## config.mk

```make
export PLATFORM = sky130hd
export DESIGN_NAME = conn_track_filter
export DESIGN_NICKNAME = d
export VERILOG_FILES = /design/src/rtl/ct_pkg.sv /design/src/rtl/ct_datapath.sv /design/src/rtl/ct_control.sv /design/src/rtl/ct_filter.sv /design/src/rtl/conn_track_filter.sv
export SDC_FILE = /design/constraint.sdc
export NUM_CORES = 2
export LEC_CHECK = 0
export BUFFER_PORTS_ARGS = -buffer_cell sky130_fd_sc_hd__clkbuf_2
export CAP_MARGIN = 30
export CORE_MARGIN = 3
export CORE_UTILIZATION = 50
export DETAILED_ROUTE_END_ITERATION = 16
export PLACE_DENSITY = 0.66
export RECOVER_POWER = 50
export SYNTH_ARGS = -nofsm -noshare
export SYNTH_HDL_FRONTEND = slang
export SYNTH_SLANG_ARGS = --single-unit
```

## constraint.sdc

```tcl
create_clock -name clk -period 7.12 [get_ports clk]
set_input_delay 0.712 -clock clk [delete_from_list [all_inputs] [get_ports clk]]
set_output_delay 0.712 -clock clk [all_outputs]
set_load 0.02 [all_outputs]
```

## src/rtl/ct_pkg.sv

```systemverilog
package ct_pkg;

  // Table actions requested by the control for the slot under lookup
  typedef struct packed {
    logic wrNew;    // write a fresh tentative entry
    logic markEst;  // promote the hit entry to established
    logic refresh;  // clear the idle count of the hit entry
  } ctStrobe_t;

endpackage

```

## src/rtl/ct_datapath.sv

```systemverilog
module ct_datapath
  import ct_pkg::*;
#(
  parameter int ADDR_W     = 32,
  parameter int PORT_W     = 16,
  parameter int INDEX_W    = 4,
  parameter int IDLE_LIMIT = 8
) (
  input  logic              clk,
  input  logic              rstN,
  input  logic              inValid,
  input  logic              inFromDmz,
  input  logic [ADDR_W-1:0] inSrcAddr,
  input  logic [ADDR_W-1:0] inDstAddr,
  input  logic [PORT_W-1:0] inSrcPort,
  input  logic [PORT_W-1:0] inDstPort,
  input  logic              ageTick,
  input  ctStrobe_t         stb,
  output logic              s1Valid,
  output logic              s1FromDmz,
  output logic              s1Swap,
  output logic              lkHit,
  output logic              lkEst,
  output logic              lkOrig
);

  localparam int EP_W   = ADDR_W + PORT_W;
  localparam int KEY_W  = 2 * EP_W;
  localparam int DEPTH  = 1 << INDEX_W;
  localparam int IDLE_W = $clog2(IDLE_LIMIT + 1);
  localparam logic [IDLE_W-1:0] IDLE_LAST = IDLE_W'(IDLE_LIMIT - 1);

  // Symmetric key: smaller endpoint first
  logic [EP_W-1:0]    epSrc, epDst;
  logic               swapIn;
  logic [KEY_W-1:0]   keyIn;
  logic [INDEX_W-1:0] idxIn;

  assign epSrc  = {inSrcAddr, inSrcPort};
  assign epDst  = {inDstAddr, inDstPort};
  assign swapIn = epSrc > epDst;
  assign keyIn  = swapIn ? {epDst, epSrc} : {epSrc, epDst};
  assign idxIn  = inSrcPort[INDEX_W-1:0] ^ inDstPort[INDEX_W-1:0];

  // Stage 1 registers
  logic [KEY_W-1:0]   s1Key;
  logic [INDEX_W-1:0] s1Idx;

  always_ff @(posedge clk) begin
    if (!rstN) begin
      s1Valid   <= 1'b0;
      s1FromDmz <= 1'b0;
      s1Swap    <= 1'b0;
      s1Key     <= '0;
      s1Idx     <= '0;
    end else begin
      s1Valid   <= inValid;
      s1FromDmz <= inFromDmz;
      s1Swap    <= swapIn;
      s1Key     <= keyIn;
      s1Idx     <= idxIn;
    end
  end

  // Flow table: one register set per slot
  logic [DEPTH-1:0]            entValid, entEst, entOrig;
  logic [DEPTH-1:0][KEY_W-1:0] entKey;

  for (genvar i = 0; i < DEPTH; i++) begin : g_slot
    logic              eValid, eEst, eOrig, sel;
    logic [KEY_W-1:0]  eKey;
    logic [IDLE_W-1:0] eIdle;

    assign sel = s1Valid && (s1Idx == INDEX_W'(i));

    always_ff @(posedge clk) begin
      if (!rstN) begin
        eValid <= 1'b0;
        eEst   <= 1'b0;
        eOrig  <= 1'b0;
        eKey   <= '0;
        eIdle  <= '0;
      end else if (sel && stb.wrNew) begin
        eValid <= 1'b1;
        eEst   <= 1'b0;
        eOrig  <= s1Swap;
        eKey   <= s1Key;
        eIdle  <= '0;
      end else if (sel && stb.markEst) begin
        eEst   <= 1'b1;
        eIdle  <= '0;
      end else if (sel && stb.refresh) begin
        eIdle  <= '0;
      end else if (ageTick && eValid) begin
        if (eIdle == IDLE_LAST) begin
          eValid <= 1'b0;
          eEst   <= 1'b0;
          eIdle  <= '0;
        end else begin
          eIdle  <= eIdle + 1'b1;
        end
      end
    end

    assign entValid[i] = eValid;
    assign entEst[i]   = eEst;
    assign entOrig[i]  = eOrig;
    assign entKey[i]   = eKey;
  end

  // Lookup of the slot addressed by stage 1
  assign lkHit  = entValid[s1Idx] && (entKey[s1Idx] == s1Key);
  assign lkEst  = entEst[s1Idx];
  assign lkOrig = entOrig[s1Idx];

endmodule

```

## src/rtl/ct_control.sv

```systemverilog
module ct_control
  import ct_pkg::*;
(
  input  logic      clk,
  input  logic      rstN,
  input  logic      s1Valid,
  input  logic      s1FromDmz,
  input  logic      s1Swap,
  input  logic      lkHit,
  input  logic      lkEst,
  input  logic      lkOrig,
  output ctStrobe_t stb,
  output logic      metaValid,
  output logic      metaFromDmz,
  output logic      metaEst
);

  logic estNext;

  always_comb begin
    stb     = '0;
    estNext = 1'b0;
    if (s1Valid) begin
      if (!s1FromDmz) begin
        if (!lkHit) begin
          stb.wrNew = 1'b1;
        end else begin
          stb.refresh = 1'b1;
          estNext     = lkEst;
        end
      end else if (lkHit) begin
        if (!lkEst && (s1Swap != lkOrig)) begin
          stb.markEst = 1'b1;
          estNext     = 1'b1;
        end else begin
          stb.refresh = 1'b1;
          estNext     = lkEst;
        end
      end
    end
  end

  // Metadata handed to the stateless stage
  always_ff @(posedge clk) begin
    if (!rstN) begin
      metaValid   <= 1'b0;
      metaFromDmz <= 1'b0;
      metaEst     <= 1'b0;
    end else begin
      metaValid   <= s1Valid;
      metaFromDmz <= s1FromDmz;
      metaEst     <= estNext;
    end
  end

endmodule

```

## src/rtl/ct_filter.sv

```systemverilog
module ct_filter (
  input  logic clk,
  input  logic rstN,
  input  logic metaValid,
  input  logic metaFromDmz,
  input  logic metaEst,
  output logic outValid,
  output logic outEstablished,
  output logic outAccept
);

  always_ff @(posedge clk) begin
    if (!rstN) begin
      outValid       <= 1'b0;
      outEstablished <= 1'b0;
      outAccept      <= 1'b0;
    end else begin
      outValid       <= metaValid;
      outEstablished <= metaValid && metaEst;
      outAccept      <= metaValid && (!metaFromDmz || metaEst);
    end
  end

endmodule

```

## src/rtl/conn_track_filter.sv

```systemverilog
module conn_track_filter
  import ct_pkg::*;
#(
  parameter int ADDR_W     = 32,
  parameter int PORT_W     = 16,
  parameter int INDEX_W    = 4,
  parameter int IDLE_LIMIT = 8
) (
  input  logic              clk,
  input  logic              rstN,
  input  logic              inValid,
  input  logic              inFromDmz,
  input  logic [ADDR_W-1:0] inSrcAddr,
  input  logic [ADDR_W-1:0] inDstAddr,
  input  logic [PORT_W-1:0] inSrcPort,
  input  logic [PORT_W-1:0] inDstPort,
  input  logic              ageTick,
  output logic              outValid,
  output logic              outEstablished,
  output logic              outAccept
);

  ctStrobe_t stb;
  logic s1Valid, s1FromDmz, s1Swap, lkHit, lkEst, lkOrig;
  logic metaValid, metaFromDmz, metaEst;

  ct_datapath #(
    .ADDR_W(ADDR_W), .PORT_W(PORT_W), .INDEX_W(INDEX_W), .IDLE_LIMIT(IDLE_LIMIT)
  ) u_dp (
    .clk(clk), .rstN(rstN), .inValid(inValid), .inFromDmz(inFromDmz),
    .inSrcAddr(inSrcAddr), .inDstAddr(inDstAddr),
    .inSrcPort(inSrcPort), .inDstPort(inDstPort),
    .ageTick(ageTick), .stb(stb),
    .s1Valid(s1Valid), .s1FromDmz(s1FromDmz), .s1Swap(s1Swap),
    .lkHit(lkHit), .lkEst(lkEst), .lkOrig(lkOrig)
  );

  ct_control u_ctl (
    .clk(clk), .rstN(rstN), .s1Valid(s1Valid), .s1FromDmz(s1FromDmz),
    .s1Swap(s1Swap), .lkHit(lkHit), .lkEst(lkEst), .lkOrig(lkOrig),
    .stb(stb), .metaValid(metaValid), .metaFromDmz(metaFromDmz), .metaEst(metaEst)
  );

  ct_filter u_flt (
    .clk(clk), .rstN(rstN), .metaValid(metaValid), .metaFromDmz(metaFromDmz),
    .metaEst(metaEst), .outValid(outValid), .outEstablished(outEstablished),
    .outAccept(outAccept)
  );

endmodule

```

Word-level counts from Yosys, hierarchy flattened --
Cells that the tools add are included. Widths: inputs -> output; s select.
Operators by class: reduce and logical (&&, ||, !) cells 217, add/sub/neg operators 16, equality and inequality tests 81, $lt $le $gt $ge 2, muxes and demuxes 134, bitwise logic cells 2, shift-type cells 0, divide/modulo/power cells 0, $mul 0
Operators with widths (count):
- $bmux 96 s4 | 1
- $mux 96 | 2
- $reduce_bool 2->1 | 64
- $mux 1 | 110
- $eq 96x96->1 | 1
- $ne 2x1->1 const B | 48
- $logic_and 1x1->1 | 84
- $eq 4x3->1 const B | 20
- $add 4x1->4 const B | 16
- $mux 4 | 16
- $reduce_and 4->1 | 16
- $reduce_or 4->1 | 16
- $gt 48x48->1 | 1
- $reduce_and 3->1 | 16
- $eq 4x4->1 const B | 8
- $reduce_or 2->1 | 16
- $bmux 1 s4 | 3
- $eq 4x2->1 const B | 2
- $lt 4x5->1 const B | 1
- $eq 4x1->1 const B | 1
- $logic_not 4->1 | 1
- $xor 4x4->4 | 1
- $mux 3 | 1
- $logic_not 1->1 | 2
- other kinds (5) | 5
Word-level totals: bits in writable memories 0, ROM bits 0, memories 0, bits in latches 0, output and inout bits 3, register bits after elaboration 1757, input port bits 101

Logic depth before layout (Yosys ltp) --
word-level depth 12, gate-level depth with buffers 23, gate-level depth less buffers 13

Hierarchy --
From an unflattened synthesis, not the netlist that was laid out.
Second synthesis, totals: cell total of the unflattened synthesis 9261, area, all modules 81234.2 um^2
By module, submodules not included:
- ct_datapath | cells an instance 9240, sequential area each 35053.6 um^2, area each 81006.4 um^2, times used 1
- ct_control | cells an instance 14, sequential area each 60.1 um^2, area each 128.9 um^2, times used 1
- ct_filter | cells an instance 7, sequential area each 60.1 um^2, area each 98.8 um^2, times used 1

Least setup slack after synthesis --
Ideal clock, no wire load.
path kind register to register, from reg u_dp.s1Idx[0], to reg u_dp.g_slot[9].eKey[57], arrival time 4070 ps, path buffers 12, period minus slack after synthesis 4142 ps, stages on the path, launching flop included 23, setup time 72 ps, slack 2978 ps, required time 7048 ps, cells stage by stage dfxtp_1 buf_2 buf_6 buf_6 buf_4 buf_4 buf_4 buf_2 mux4_2 nand2_1 a221oi_1 nor4_1 nand3_1 nor4_1 nand4_1 or2_1 buf_4 buf_6 nand3_1 buf_2 buf_6 buf_8 mux2i_1
On the way: longest elaborated chain between the ends 8, elaborated cells between the ends (all ways) 12, those cells by class eq/ne: 2; mux: 7; reduce/logical: 3
Ends and longest elaborated chain:
- from (decl) | RTL line ct_datapath.sv:47 | logic [INDEX_W-1:0] s1Idx;
- from (signal assigned) | RTL line ct_datapath.sv:61 | s1Idx <= idxIn;
- $bmux 96 s4 | RTL line ct_datapath.sv:112 | assign lkHit = entValid[s1Idx] && (entKey[s1Idx] == s1Key);
- $mux 96 (implied by the code) | RTL line ct_datapath.sv:112
- $eq 96x96->1 | RTL line ct_datapath.sv:112
- $logic_and 1x1->1 | RTL line ct_datapath.sv:112
- $mux 1 | RTL line ct_control.sv:25 | if (!lkHit) begin
- $mux 1 | RTL line ct_control.sv:24 | if (!s1FromDmz) begin
- $mux 3 | RTL line ct_control.sv:23 | if (s1Valid) begin
- $logic_and 1x1->1 * | RTL line ct_datapath.sv:83 | end else if (sel && stb.wrNew) begin
- to (signal assigned) | RTL line ct_datapath.sv:87 | eKey <= s1Key;
- to (decl) | RTL line ct_datapath.sv:71 | logic [KEY_W-1:0] eKey;
Mark *: on every way between the ends. The rest lies on a longest branch, timed or not. The select of a mux whose other input is x is not followed. A chain may end at the register's enable or synchronous reset.

Worst setup path in the final report --
from reg u_dp.s1Idx[2], to reg u_dp.g_slot[15].eKey[79]
On the way: longest elaborated chain between the ends 8, elaborated cells between the ends (all ways) 12, those cells by class eq/ne: 2; mux: 7; reduce/logical: 3
Ends and longest elaborated chain (RTL line):
- $bmux 96 s4 | ct_datapath.sv:112
- $mux 96 (implied by the code) | ct_datapath.sv:112
- $eq 96x96->1 | ct_datapath.sv:112
- $logic_and 1x1->1 | ct_datapath.sv:112
- $mux 1 | ct_control.sv:25
- $mux 1 | ct_control.sv:24
- $mux 3 | ct_control.sv:23
- $logic_and 1x1->1 * | ct_datapath.sv:83
- to (signal assigned) | ct_datapath.sv:87
- to (decl) | ct_datapath.sv:71
Marked as above.

==> metrics.txt <==
total of buffers placed on input and output ports=103; crit path cell chain=buf_4, nand2_1, o22ai_1, a21oi_1, xnor2_1, nand3_1, or4_1, nor4_1, nand4_1, or2_1, nand3_4, clkbuf_2, mux2i_1; unrepaired setup endpoints after global routing=false; vias per inst=roughly 6.1; synthesized netlist cell count=7717; power density over the cells=246 nW/um^2; failing checks=capacitance limit, slew limit; post-synth net total=7882; worst-case hold slack=between 0.1 and 0.15 ns; Post-Synthesis Mean Instance Area=10.4 um^2; remaining number of nets flagged by the antenna check after routing=0; Overflow after GRT=0; CTS H-tree lvls=4; post-synthesis cell type count=82; Final Routed Wirelength=247 mm; largest clock skew in the final design=0.0476 ns; arrival time at the worst endpoint=7.35 ns; count of placed standard cells including taps=between 9000 and 10000; cell type with the highest aggregate area in the netlist=sky130_fd_sc_hd__dfxtp_1; number of ports placed on the die boundary=104; share of power burned in combinational logic=0.079; setup repair bufs after CTS=0; Setup crit end kind=register; number of synthesized flops with an enable pin=0; largest net degree at the start of global routing=211; path class of the lowest-slack min-delay path=input port to register; post-layout power=21.7 mW; ys async rst share=0; Worst Max-Slew Pin Slew=about 4 ns; status=finished, violations left; Sw Pwr=5.50 mW; Resized Gates After CTS=0; element type at the critical path start=register; antenna violations before repair=11; clock transition at the register clock pins on the worst setup and hold paths after CTS=0.06 ns; clock latency at the later pin of the worst-skew pair=0.82 ns; worst vdd rail ir drop=between 0.2 and 0.25 mV; post-DP HPWL=162 mm; number of standard cells in the final layout excluding fillers=between 9000 and 10000; GR Util All Layers=0.293; static leakage=~41 nW; maximum root-to-sink buffer count=3; share of final-layout standard cells stronger than drive strength 1=0.129; achievable clock frequency=about 150 MHz; worst endpoint required time=7.83 ns; area of the die=165000 um^2; final sum of negative setup slack=0 ns; TritonCTS clock tree=done; count of warnings emitted by yosys=0; initial standard-cell utilization of the core=0.504; Most used DFF post-synth=sky130_fd_sc_hd__dfxtp_1; Layout Nets=7698; reg2reg setup slack=0.48 ns; Max-cap violations=4; area of the core=159000 um^2; WS Path Type=register to register; Avg WL per Cell=roughly 25 um; sequential fraction of the synthesis area=0.439; width of the chip=406 um; count of hold-fix buffers inserted at cts=0; area overhead of the layout relative to synthesis=9.97%; final core utilization=0.555; sequential power share=0.465; overall die height=406 um; number of hold-slack violations in the final timing report=0; Worst slew margin=-1.60; worst stage delay on the critical path=0.80 ns; first-pass GRT wire length=around 370 mm; largest fanout of any net on the critical path=27; number of storage elements in the synthesis netlist=1757; iteration count of the initial detailed-routing pass=6; shortest clock period the worst path allows after layout=about 6.6 ns; remaining routing DRC violations=0; number of global-route vias before repair=roughly 58000; Slowest cell on crit path=sky130_fd_sc_hd__or2_1; total internal power=16.2 mW; final number of setup-violating endpoints=0; max-slew violation count=348; total via count after detailed routing=a little under 60000; number of buffers added by the clock tree synthesis step=183; area share of the largest cell type after synthesis=0.439; number of DRC markers in iteration 0=approximately 6200; number of sinks handled by clock tree synthesis=between 1500 and 2000; synthesized cell area=80200 um^2; root buffer cell=sky130_fd_sc_hd__clkbuf_16; clock group share of total power=0.456; main area contributors after synthesis=sky130_fd_sc_hd__dfxtp_1 44%, sky130_fd_sc_hd__mux2i_1 23%, sky130_fd_sc_hd__nand2_1 8.9%, sky130_fd_sc_hd__mux4_2 8.6%, sky130_fd_sc_hd__clkbuf_1 1.5%; Net Sw Frac=0.253; GPL Wtd Cong=around 0.96; Final Cycle Share=0.933; number of core rows=146
## critical path, delay by kind of cell, from the launching register on
| kind | cells | cell delay (ns) |
|---|---|---|
| xor gates and xnor gates | 1 | 0.58 |
| DFF | 1 | 0.69 |
| AOI/OAI and AO/OA | 2 | 0.58 |
| and+or+nand+nor | 7 | 3.23 |
| buffers and inverters | 2 | 1.12 |
| muxes | 1 | 0.27 |
## cells by family after synthesis
group | Yosys count | share of synthesized area
AND/OR/NAND/NOR | 2295 | 0.116
multiplexers | 2265 | 0.332
flip-flops | 1757 | 0.439
buffers and inverters | 761 | 0.0530
AO/OA/AOI/OAI | 493 | 0.0414
XOR/XNOR | 82 | 0.00896
adder cells (fa/ha/maj) | 64 | 0.00999
## flip-flops by register name, summed over array words and instances (netlist names)
register	cells
u_dp.s1Idx	4
u_dp.g_slot.eKey	1536
u_dp.s1Swap	1
u_dp.g_slot.eOrig	16
u_dp.s1FromDmz	1
u_dp.s1Key	96
u_flt.outEstablished	1
u_dp.g_slot.eEst	16
u_dp.g_slot.eIdle	64
u_dp.g_slot.eValid	16
u_flt.outValid	1
u_ctl.metaFromDmz	1
u_ctl.metaValid	1
u_flt.outAccept	1
u_dp.s1Valid	1
u_ctl.metaEst	1
## metrics by stage
step                      instance area (um^2)  setup WS [ns]
after floorplan                          80200           2.98
after global routing                     88200          0.404
after global placement                   82000           1.09
after detailed placement                 82000           1.06
after CTS                                88200           1.03
final                                    88200          0.478
## cells in the final DEF (no fill, tap or decap), types with 21 or more instances in the layout
master and n:
sky130_fd_sc_hd__o22ai_1 61, sky130_fd_sc_hd__clkbuf_16 187, sky130_fd_sc_hd__ha_1 64, sky130_fd_sc_hd__a31oi_1 30, sky130_fd_sc_hd__mux2i_1 1875, sky130_fd_sc_hd__nand3_1 78
sky130_fd_sc_hd__clkbuf_2 104, sky130_fd_sc_hd__a211oi_1 38, sky130_fd_sc_hd__clkinv_2 30, sky130_fd_sc_hd__mux4_2 306, sky130_fd_sc_hd__nand2_1 1891, sky130_fd_sc_hd__nor2_1 85
sky130_fd_sc_hd__xnor2_1 47, sky130_fd_sc_hd__buf_4 99, sky130_fd_sc_hd__nor2b_1 21, sky130_fd_sc_hd__a221oi_1 38, sky130_fd_sc_hd__nor3_1 65, sky130_fd_sc_hd__xor2_1 35
sky130_fd_sc_hd__inv_1 91, sky130_fd_sc_hd__clkbuf_8 37, sky130_fd_sc_hd__clkbuf_1 63, sky130_fd_sc_hd__a21oi_1 91, sky130_fd_sc_hd__a22oi_1 57, sky130_fd_sc_hd__buf_12 76
sky130_fd_sc_hd__dfxtp_1 1753, sky130_fd_sc_hd__o21ai_0 76, sky130_fd_sc_hd__mux2_2 84
## path summary, 6_finish.rpt
check / startpoint / to / cells past startpoint
hold / removal: inValid / u_dp.s1Valid$_SDFF_PN0_ / 2
setup reg to reg: u_dp.s1Idx[2]$_SDFF_PN0_ / u_dp.g_slot[15].eKey[79]$_SDFFE_PN0P_ / 13
setup / recovery: u_dp.s1Idx[2]$_SDFF_PN0_ / u_dp.g_slot[15].eKey[79]$_SDFFE_PN0P_ / 13
hold reg to reg: u_ctl.metaFromDmz$_SDFF_PN0_ / u_flt.outAccept$_SDFF_PN0_ / 1
## layout make-up
class	instances	area (um^2)
antenna	3	7.51
clock buffer	270	5360
clock inverter	61	865
fill	13532	70800
inverter	94	360
multi-input combinational	5199	40900
sequential	1757	35200
tap	2072	2590
timing repair buffer	298	2870
## power groups by stage
stage	sequential [mW]	clock, mW	combinational [mW]
after floorplan	10.2	0	1.11
after global placement	10.3	0	1.67
after detailed placement	10.3	0	1.68
after CTS	10.1	10.0	1.68
after global routing	10.1	10.4	1.80
final	10.1	9.90	1.72
## per-layer routing
layer	wire, um	global-route usage
met5	114	0
met2	108000	0.443
met1	106000	0.404
met3	22000	0.0659
met4	11000	0.120
## cell usage after synthesis, types with 14 or more instances
library cell               count
sky130_fd_sc_hd__buf_8        34
sky130_fd_sc_hd__nor2_1       86
sky130_fd_sc_hd__nor3_1       65
sky130_fd_sc_hd__a221oi_1     38
sky130_fd_sc_hd__ha_1         64
sky130_fd_sc_hd__nand2_1    1891
sky130_fd_sc_hd__mux2i_1    1875
sky130_fd_sc_hd__mux2_2       84
sky130_fd_sc_hd__nand2b_1     15
sky130_fd_sc_hd__o31ai_1      14
sky130_fd_sc_hd__clkbuf_1    331
sky130_fd_sc_hd__nand3_1      89
sky130_fd_sc_hd__buf_6        47
sky130_fd_sc_hd__mux4_2      306
sky130_fd_sc_hd__a211oi_1     37
sky130_fd_sc_hd__o21ai_0      77
sky130_fd_sc_hd__buf_1        25
sky130_fd_sc_hd__a22oi_1      57
sky130_fd_sc_hd__buf_4       123
sky130_fd_sc_hd__dfxtp_1    1757
sky130_fd_sc_hd__nand4_1      18
sky130_fd_sc_hd__xor2_1       35
sky130_fd_sc_hd__nor2b_1      24
sky130_fd_sc_hd__or4_1        18
sky130_fd_sc_hd__xnor2_1      47
sky130_fd_sc_hd__nor4_1       18
sky130_fd_sc_hd__a21oi_1      91
sky130_fd_sc_hd__buf_2        93
sky130_fd_sc_hd__a31oi_1      30
sky130_fd_sc_hd__o22ai_1      61
sky130_fd_sc_hd__inv_1        90
(Power assumes the default switching activity.)
